==> config.mk <==
export PLATFORM = sky130hd
export DESIGN_NAME = cascade_interval_timer
export DESIGN_NICKNAME = d
export VERILOG_FILES = /design/src/rtl/cit_pkg.sv /design/src/rtl/cit_datapath.sv /design/src/rtl/cit_ctrl.sv /design/src/rtl/cascade_interval_timer.sv
export SDC_FILE = /design/constraint.sdc
export NUM_CORES = 1
export LEC_CHECK = 0
export ABC_AREA = 1
export BUFFER_PORTS_ARGS = -buffer_cell sky130_fd_sc_hd__buf_4
export CELL_PAD_IN_SITES_DETAIL_PLACEMENT = 0
export CELL_PAD_IN_SITES_GLOBAL_PLACEMENT = 1
export CORE_ASPECT_RATIO = 0.8
export CORE_MARGIN = 4
export CORE_UTILIZATION = 40
export CTS_BUF_LIST = sky130_fd_sc_hd__clkbuf_2 sky130_fd_sc_hd__clkbuf_4 sky130_fd_sc_hd__clkbuf_8
export CTS_CLUSTER_DIAMETER = 200
export DETAILED_ROUTE_END_ITERATION = 8
export PLACE_DENSITY_LB_ADDON = 0.1
export SETUP_SLACK_MARGIN = 0.4
export SYNTH_ARGS = -nofsm -noshare
export SYNTH_HDL_FRONTEND = slang
export SYNTH_SLANG_ARGS = --single-unit
export TNS_END_PERCENT = 10
==> constraint.sdc <==
create_clock -name clk -period 2.13 [get_ports clk]
set_input_delay 0.213 -clock clk [delete_from_list [all_inputs] [get_ports clk]]
set_output_delay 0.213 -clock clk [all_outputs]
set_load 0.02 [all_outputs]
==> src/rtl/cit_pkg.sv <==
package cit_pkg;

  localparam int unsigned CH_NUM = 2;
  localparam int unsigned ADDR_W = 3;

  localparam int unsigned BIT_CE   = 0;
  localparam int unsigned BIT_CLR  = 1;
  localparam int unsigned BIT_INV  = 2;
  localparam int unsigned BIT_OE   = 3;
  localparam int unsigned BIT_LSET = 4;
  localparam int unsigned BIT_LRST = 5;
  localparam int unsigned BIT_CASC = 6;

  typedef enum logic [1:0] {
    REG_CTRL = 2'd0,
    REG_CMP  = 2'd1,
    REG_CSEL = 2'd2,
    REG_NONE = 2'd3
  } regSel_e;

  // per-channel strobes from control to datapath
  typedef struct packed {
    logic enable;
    logic tick;
    logic clear;
    logic hit;
    logic setLvl;
    logic rstLvl;
    logic invert;
    logic outEn;
  } chStrobe_t;

endpackage

==> src/rtl/cit_datapath.sv <==
module cit_datapath
  import cit_pkg::*;
#(
  parameter int unsigned CNT_W = 8
) (
  input  logic             clk,
  input  logic             rstN,
  input  chStrobe_t        strobe,
  input  logic [CNT_W-1:0] cmpVal,
  output logic [CNT_W-1:0] cnt,
  output logic             matchRaw,
  output logic             irq,
  output logic             ovf,
  output logic             ffQ,
  output logic             timerOut
);

  localparam logic [CNT_W-1:0] CNT_MAX = '1;

  logic atMax;

  assign matchRaw = (cnt == cmpVal);
  assign atMax    = (cnt == CNT_MAX);

  always_ff @(posedge clk or negedge rstN) begin
    if (!rstN) begin
      cnt <= '0;
    end else if (!strobe.enable) begin
      cnt <= '0;
    end else if (strobe.clear) begin
      cnt <= '0;
    end else if (strobe.tick) begin
      cnt <= cnt + 1'b1;
    end
  end

  always_ff @(posedge clk or negedge rstN) begin
    if (!rstN) begin
      irq <= 1'b0;
      ovf <= 1'b0;
    end else begin
      irq <= strobe.enable & strobe.hit;
      ovf <= strobe.enable & strobe.tick & atMax & ~strobe.clear;
    end
  end

  // output flip-flop: software level wins over toggle
  always_ff @(posedge clk or negedge rstN) begin
    if (!rstN) begin
      ffQ <= 1'b0;
    end else if (strobe.setLvl) begin
      ffQ <= 1'b1;
    end else if (strobe.rstLvl) begin
      ffQ <= 1'b0;
    end else if (strobe.hit && strobe.invert) begin
      ffQ <= ~ffQ;
    end
  end

  assign timerOut = ffQ & strobe.outEn;

endmodule

==> src/rtl/cit_ctrl.sv <==
module cit_ctrl
  import cit_pkg::*;
#(
  parameter int unsigned CNT_W    = 8,
  parameter int unsigned NUM_TAPS = 6,
  parameter int unsigned CSEL_W   = 3
) (
  input  logic                           clk,
  input  logic                           rstN,
  input  logic                           wrEn,
  input  logic [ADDR_W-1:0]              wrAddr,
  input  logic [CNT_W-1:0]               wrData,
  input  logic [NUM_TAPS-1:0]            prescTick,
  input  logic [CH_NUM-1:0]              evtIn,
  input  logic [CH_NUM-1:0]              matchRaw,
  input  logic                           lowAtMax,
  output logic [CH_NUM-1:0][CNT_W-1:0]   cmpVal,
  output chStrobe_t [CH_NUM-1:0]         strobe,
  output logic                           cascadeOn
);

  localparam logic [CSEL_W-1:0] SEL_EVT = {CSEL_W{1'b1}};

  logic [CH_NUM-1:0]              enQ, clrQ, invQ, oenQ;
  logic [CH_NUM-1:0]              evtPrev, evtEdge, srcTick, ctrlWr;
  logic [CH_NUM-1:0][CSEL_W-1:0]  cselQ;
  logic                           cascQ;
  regSel_e                        regSel;

  assign regSel    = regSel_e'(wrAddr[1:0]);
  assign evtEdge   = evtIn & ~evtPrev;
  assign cascadeOn = cascQ;

  function automatic logic pickTick(input logic [CSEL_W-1:0] sel,
                                    input logic [NUM_TAPS-1:0] taps,
                                    input logic edgeHit);
    logic r;
    r = 1'b1;
    if (sel == SEL_EVT) begin
      r = edgeHit;
    end else begin
      for (int k = 0; k < NUM_TAPS; k++) begin
        if (sel == CSEL_W'(k)) r = taps[k];
      end
    end
    return r;
  endfunction

  always_comb begin
    for (int c = 0; c < CH_NUM; c++) begin
      ctrlWr[c] = wrEn && (wrAddr[ADDR_W-1] == 1'(c)) && (regSel == REG_CTRL);
    end
  end

  for (genvar g = 0; g < CH_NUM; g++) begin : g_src
    assign srcTick[g] = pickTick(cselQ[g], prescTick, evtEdge[g]);
  end

  always_ff @(posedge clk or negedge rstN) begin
    if (!rstN) begin
      enQ     <= '0;
      clrQ    <= '0;
      invQ    <= '0;
      oenQ    <= '0;
      cselQ   <= '0;
      cmpVal  <= '0;
      evtPrev <= '0;
      cascQ   <= 1'b0;
    end else begin
      evtPrev <= evtIn;
      for (int c = 0; c < CH_NUM; c++) begin
        if (wrEn && (wrAddr[ADDR_W-1] == 1'(c))) begin
          unique case (regSel)
            REG_CTRL: begin
              enQ[c]  <= wrData[BIT_CE];
              clrQ[c] <= wrData[BIT_CLR];
              invQ[c] <= wrData[BIT_INV];
              oenQ[c] <= wrData[BIT_OE];
            end
            REG_CMP:  cmpVal[c] <= wrData;
            REG_CSEL: cselQ[c]  <= wrData[CSEL_W-1:0];
            default: ;
          endcase
        end
      end
      if (ctrlWr[CH_NUM-1]) cascQ <= wrData[BIT_CASC];
    end
  end

  // count routing: independent channels or one 16-bit pair
  logic tick0, tick1Own, pairHit;
  logic hit0, clr0, hit1, clr1, tick1;

  assign tick0    = enQ[0] & srcTick[0];
  assign tick1Own = enQ[1] & srcTick[1];
  assign pairHit  = tick0 & matchRaw[0] & matchRaw[1];

  always_comb begin
    if (cascQ) begin
      hit0  = 1'b0;
      clr0  = pairHit & clrQ[1];
      hit1  = pairHit & enQ[1];
      clr1  = hit1 & clrQ[1];
      tick1 = enQ[1] & tick0 & lowAtMax & ~clr0;
    end else begin
      hit0  = tick0 & matchRaw[0];
      clr0  = hit0 & clrQ[0];
      hit1  = tick1Own & matchRaw[1];
      clr1  = hit1 & clrQ[1];
      tick1 = tick1Own;
    end
  end

  always_comb begin
    for (int c = 0; c < CH_NUM; c++) begin
      strobe[c].enable = enQ[c];
      strobe[c].invert = invQ[c];
      strobe[c].outEn  = oenQ[c];
      strobe[c].setLvl = ctrlWr[c] & wrData[BIT_LSET] & ~wrData[BIT_LRST];
      strobe[c].rstLvl = ctrlWr[c] & wrData[BIT_LRST] & ~wrData[BIT_LSET];
    end
    strobe[0].tick  = tick0;
    strobe[0].clear = clr0;
    strobe[0].hit   = hit0;
    strobe[1].tick  = tick1;
    strobe[1].clear = clr1;
    strobe[1].hit   = hit1;
  end

endmodule

==> src/rtl/cascade_interval_timer.sv <==
module cascade_interval_timer
  import cit_pkg::*;
#(
  parameter int unsigned CNT_W    = 8,
  parameter int unsigned NUM_TAPS = 6,
  parameter int unsigned CSEL_W   = 3
) (
  input  logic                clk,
  input  logic                rstN,
  input  logic                wrEn,
  input  logic [2:0]          wrAddr,
  input  logic [CNT_W-1:0]    wrData,
  input  logic [NUM_TAPS-1:0] prescTick,
  input  logic [1:0]          evtIn,
  output logic [1:0]          matchIrq,
  output logic [1:0]          ovfPulse,
  output logic [1:0]          timerOut
);

  chStrobe_t [CH_NUM-1:0]            strobeAll;
  logic [CH_NUM-1:0][CNT_W-1:0]      cmpAll;
  logic [CH_NUM-1:0][CNT_W-1:0]      cntAll;
  logic [CH_NUM-1:0]                 matchAll, ffAll;
  logic [CH_NUM-1:0]                 enAll, setAll, rstAll, flipAll, hitAll;
  logic                              cascadeOn;

  cit_ctrl #(
    .CNT_W    (CNT_W),
    .NUM_TAPS (NUM_TAPS),
    .CSEL_W   (CSEL_W)
  ) u_ctrl (
    .clk       (clk),
    .rstN      (rstN),
    .wrEn      (wrEn),
    .wrAddr    (wrAddr),
    .wrData    (wrData),
    .prescTick (prescTick),
    .evtIn     (evtIn),
    .matchRaw  (matchAll),
    .lowAtMax  (&cntAll[0]),
    .cmpVal    (cmpAll),
    .strobe    (strobeAll),
    .cascadeOn (cascadeOn)
  );

  for (genvar g = 0; g < CH_NUM; g++) begin : g_ch
    cit_datapath #(
      .CNT_W (CNT_W)
    ) u_dp (
      .clk      (clk),
      .rstN     (rstN),
      .strobe   (strobeAll[g]),
      .cmpVal   (cmpAll[g]),
      .cnt      (cntAll[g]),
      .matchRaw (matchAll[g]),
      .irq      (matchIrq[g]),
      .ovf      (ovfPulse[g]),
      .ffQ      (ffAll[g]),
      .timerOut (timerOut[g])
    );
    assign enAll[g]   = strobeAll[g].enable;
    assign setAll[g]  = strobeAll[g].setLvl;
    assign rstAll[g]  = strobeAll[g].rstLvl;
    assign hitAll[g]  = strobeAll[g].hit;
    assign flipAll[g] = strobeAll[g].hit & strobeAll[g].invert;
  end

endmodule

==> results.toml <==
[worst_setup_path]
cp.arrival_ns = 1.91
crit-reg2reg-launch = "g_ch[0].u_dp.cnt[4]$_DFFE_PN0P_"
reg2reg_slack_ns = 0.44
startpoint = "g_ch[0].u_dp.cnt[4]$_DFFE_PN0P_"
crit-reg2reg-capture = "g_ch[1].u_dp.cnt[2]$_DFFE_PN0P_"
end_kind = "flop"
crit_path_start_kind = "flop"
crit_fanout = 6
crit_path_end = "g_ch[1].u_dp.cnt[2]$_DFFE_PN0P_"
crit_type = "flop to flop"
r2r_cells = 12
cp.required_ns = 2.35

[pwr]
power_w = 0.002677
p_leak_nw = 1.771
ir_worst_vdd_mv = 0.2996
powerDensity_nw_per_um2 = 741.7

[sta]
fin_crit_sh_pct = 79.33
grt_setup_unrepaired = "yes"
finalHoldViolCount = 0
clock_skew_ns = 0.01143
maxSlewViolCount = 0
totalNegativeSetupSlack_ns = 0
finalSetupViolations = 0
worst_slew_pin_slew_ns = 0.7274
fmax_mhz = 591.8
max_slew_margin_pct = 51.51
min_period_ns = 1.690

[layout]
num_antenna_cells = 0
syn_to_final_growth_pct = 14.57
drive_above_1_share_pct = 18.55
largest_registers = "g_ch.u_dp.cnt x16, u_ctrl.cmpVal x16, u_ctrl.cselQ x6"
layout.nets = 465
layout_commonest_cell = "nand2_1"
n_fill_cell = 757
final_cell_mix = "nand2_1 (131), dfrtp_1 (51), inv_1 (48)"
final_area_um2 = 3610
final_util_pct = 47.92

[clocking]
cts.sinks = 55
htreeDepth = 2
clkTransAtPathRegs_ns = 0.12
cts_buffers = 5
root_buffer = "clkbuf_8"
tritoncts = "built"
clock_latency_ns = 0.32
clockBufferDepth = 2

[floorplanning]
rows = 28
die_h_um = 87.38
die_area_um2 = 9369
die_x_um = 107.2
initial_core_util_pct = 41.83
ios = 28
core_um2 = 7532

[yosys]
synth_top_area_cell = "dfrtp_1"
synth-adder-area-share_pct = 0.7943
netlist.area_leader.share_pct = 43.69
synth_top_family_by_area = "simple AND/OR/NAND/NOR gates"
yosysWarningCount = 0
synth.cell_area_um2 = 3151
syn_inst = 409
netlist_top_cells_area = "dfrtp_1 (44%), nand2_1 (16%), inv_1 (6.0%), o21ai_0 (5.1%), nor2_1 (3.9%)"
synth_seq_cells = 55
synth.avg_cell_area_um2 = 7.703
synth-simple-area-share_pct = 33.40
synthesis.nets = 433
synth_compound_area_share_pct = 7.903
synth_xor_area_share_pct = 5.282
synthDistinctLibCells = 36
ys_seq_area_share_pct = 43.69
synth.area.mux_share_pct = 0

[placed_design]
port_buffers = 27
place_congestion = 0.8050
hpwl_um = 5152
placed_cell_area_um2 = 3410

[detailed_routing]
vias_per_cell = 4.614
wl_per_cell_um = 12.66
first_pass_iters = 4
drtIter0Drc = 74
drc = 0
ant_nets = 0
wirelength_um = 6926
vias = 2524

[worst_hold_path]
min_path_type = "input port to flop"

[global_routing]
grt_usage_pct = 16.19
grt_max_degree = 56
overflow = 0
grt_pass1_vias = 2414
grt_pass1_wl_um = 11960
antenna_found_initial = 0

[job]
maxCapViolCount = 0

[status]
status = "completed"
[synth_stat cells]
cell type  instances
nand3_2            1
nand4_1            3
buf_4              7
clkinv_1           1
ha_1               2
or2_2              1
nor2_1            33
nor2_4             3
nand3_1           21
o21ai_0           32
a21oi_2            3
buf_6              1
nor3b_1            1
o31ai_1            1
xnor2_1           11
xor2_1             8
o21ai_1            2
nand2_4            2
nand2_1          133
o21ai_2            1
nand2_2            5
o22ai_1            2
nor3_1             2
nand2_8            1
dfrtp_1           55
nor3_4             1
o211ai_1           1
nor3_2             1
inv_1             50
nor2_2             6
nand3_4            4
inv_2              4
clkbuf_1           3
a21oi_1            2
nand3b_1           4
a31oi_1            1
[final cells by class]
cell class	count	area, um^2	area share [%]
well taps	105	131.4	3.640
clock buffers	5	68.82	1.906
clock inverters	3	33.78	0.9359
inverters	55	206.4	5.719
repair buffers	36	290.3	8.042
multi-input cells	288	1498	41.49
flip-flops and latches	55	1381	38.27
[worst max-delay path, stage by stage, from the launching register on]
cell and delay (ns):
dfrtp_1 0.45, inv_2 0.06, nand2_1 0.05, nand2_1 0.07, nor2_1 0.12, nand2_1 0.10
nor2_2 0.15, nand3_2 0.11, nand2_4 0.10, nand3_4 0.10, buf_12 0.15, nand4_1 0.09
nand2_1 0.06
[layer usage]
layer  part of all wire (%)  vias to the layer above  track usage, %
met2                     42                       42           23.96
li1                       -                     1333               -
met1                     54                     1143           24.75
met3                    3.1                        6           2.891
met4                   0.90                        0           3.136
met5                      0                        -               0
[through the flow]
step / worst slack, ns / hold slack, ns / std cells
2_1_floorplan: 0.4814 / -0.08259 / 409
3_3_place_gp: 0.3683 / 0.3296 / 530
3_5_place_dp: 0.3242 / 0.3223 / 530
4_1_cts: 0.3970 / 0.1422 / 544
5_1_grt: 0.2718 / 0.1775 / 547
6_report: 0.4402 / 0.1517 / 547
[worst min path at each step]
stage,startpoint,endpoint,slack (ns),cells past startpoint
finish,wrData[4],g_ch[1].u_dp.ffQ$_DFFE_PN0P_,0.15,3
global route,wrData[4],g_ch[1].u_dp.ffQ$_DFFE_PN0P_,0.18,3
CTS,wrData[4],g_ch[1].u_dp.ffQ$_DFFE_PN0P_,0.14,3
detailed placement,rstN,g_ch[0].u_dp.ovf$_DFF_PN0_,0.32,1
global placement,rstN,g_ch[0].u_dp.cnt[5]$_DFFE_PN0P_,0.33,1
floorplan,rstN,g_ch[0].u_dp.cnt[0]$_DFFE_PN0P_,-0.08,0
[what timing repair did]
action / CTS / global route
endpoints found under the setup margin: 8 / 19
endpoints found under the hold margin: 57 / 0
buffers inserted: 3 / 3
pin swaps: 2 / 2
hold buffers: 3 / 0
resized for setup: 1 / 7
[report_power, final]
group	switching (W)	total, W	leakage (nW)	internal, W
Clock	0.000397	0.000646	0.0515	0.000249
Sequential	0.000156	0.00134	0.708	0.00118
Combinational	0.000405	0.000691	1.01	0.000287
Total	0.000958	0.00268	1.77	0.00172
[logic make-up after synthesis]
family,Yosys count
compound gates,45
xor+xnor,19
fa+ha+maj,2
buf+inv,66
flops,55
simple gates,222
No activity file was read; power rests on OpenSTA's default activity.
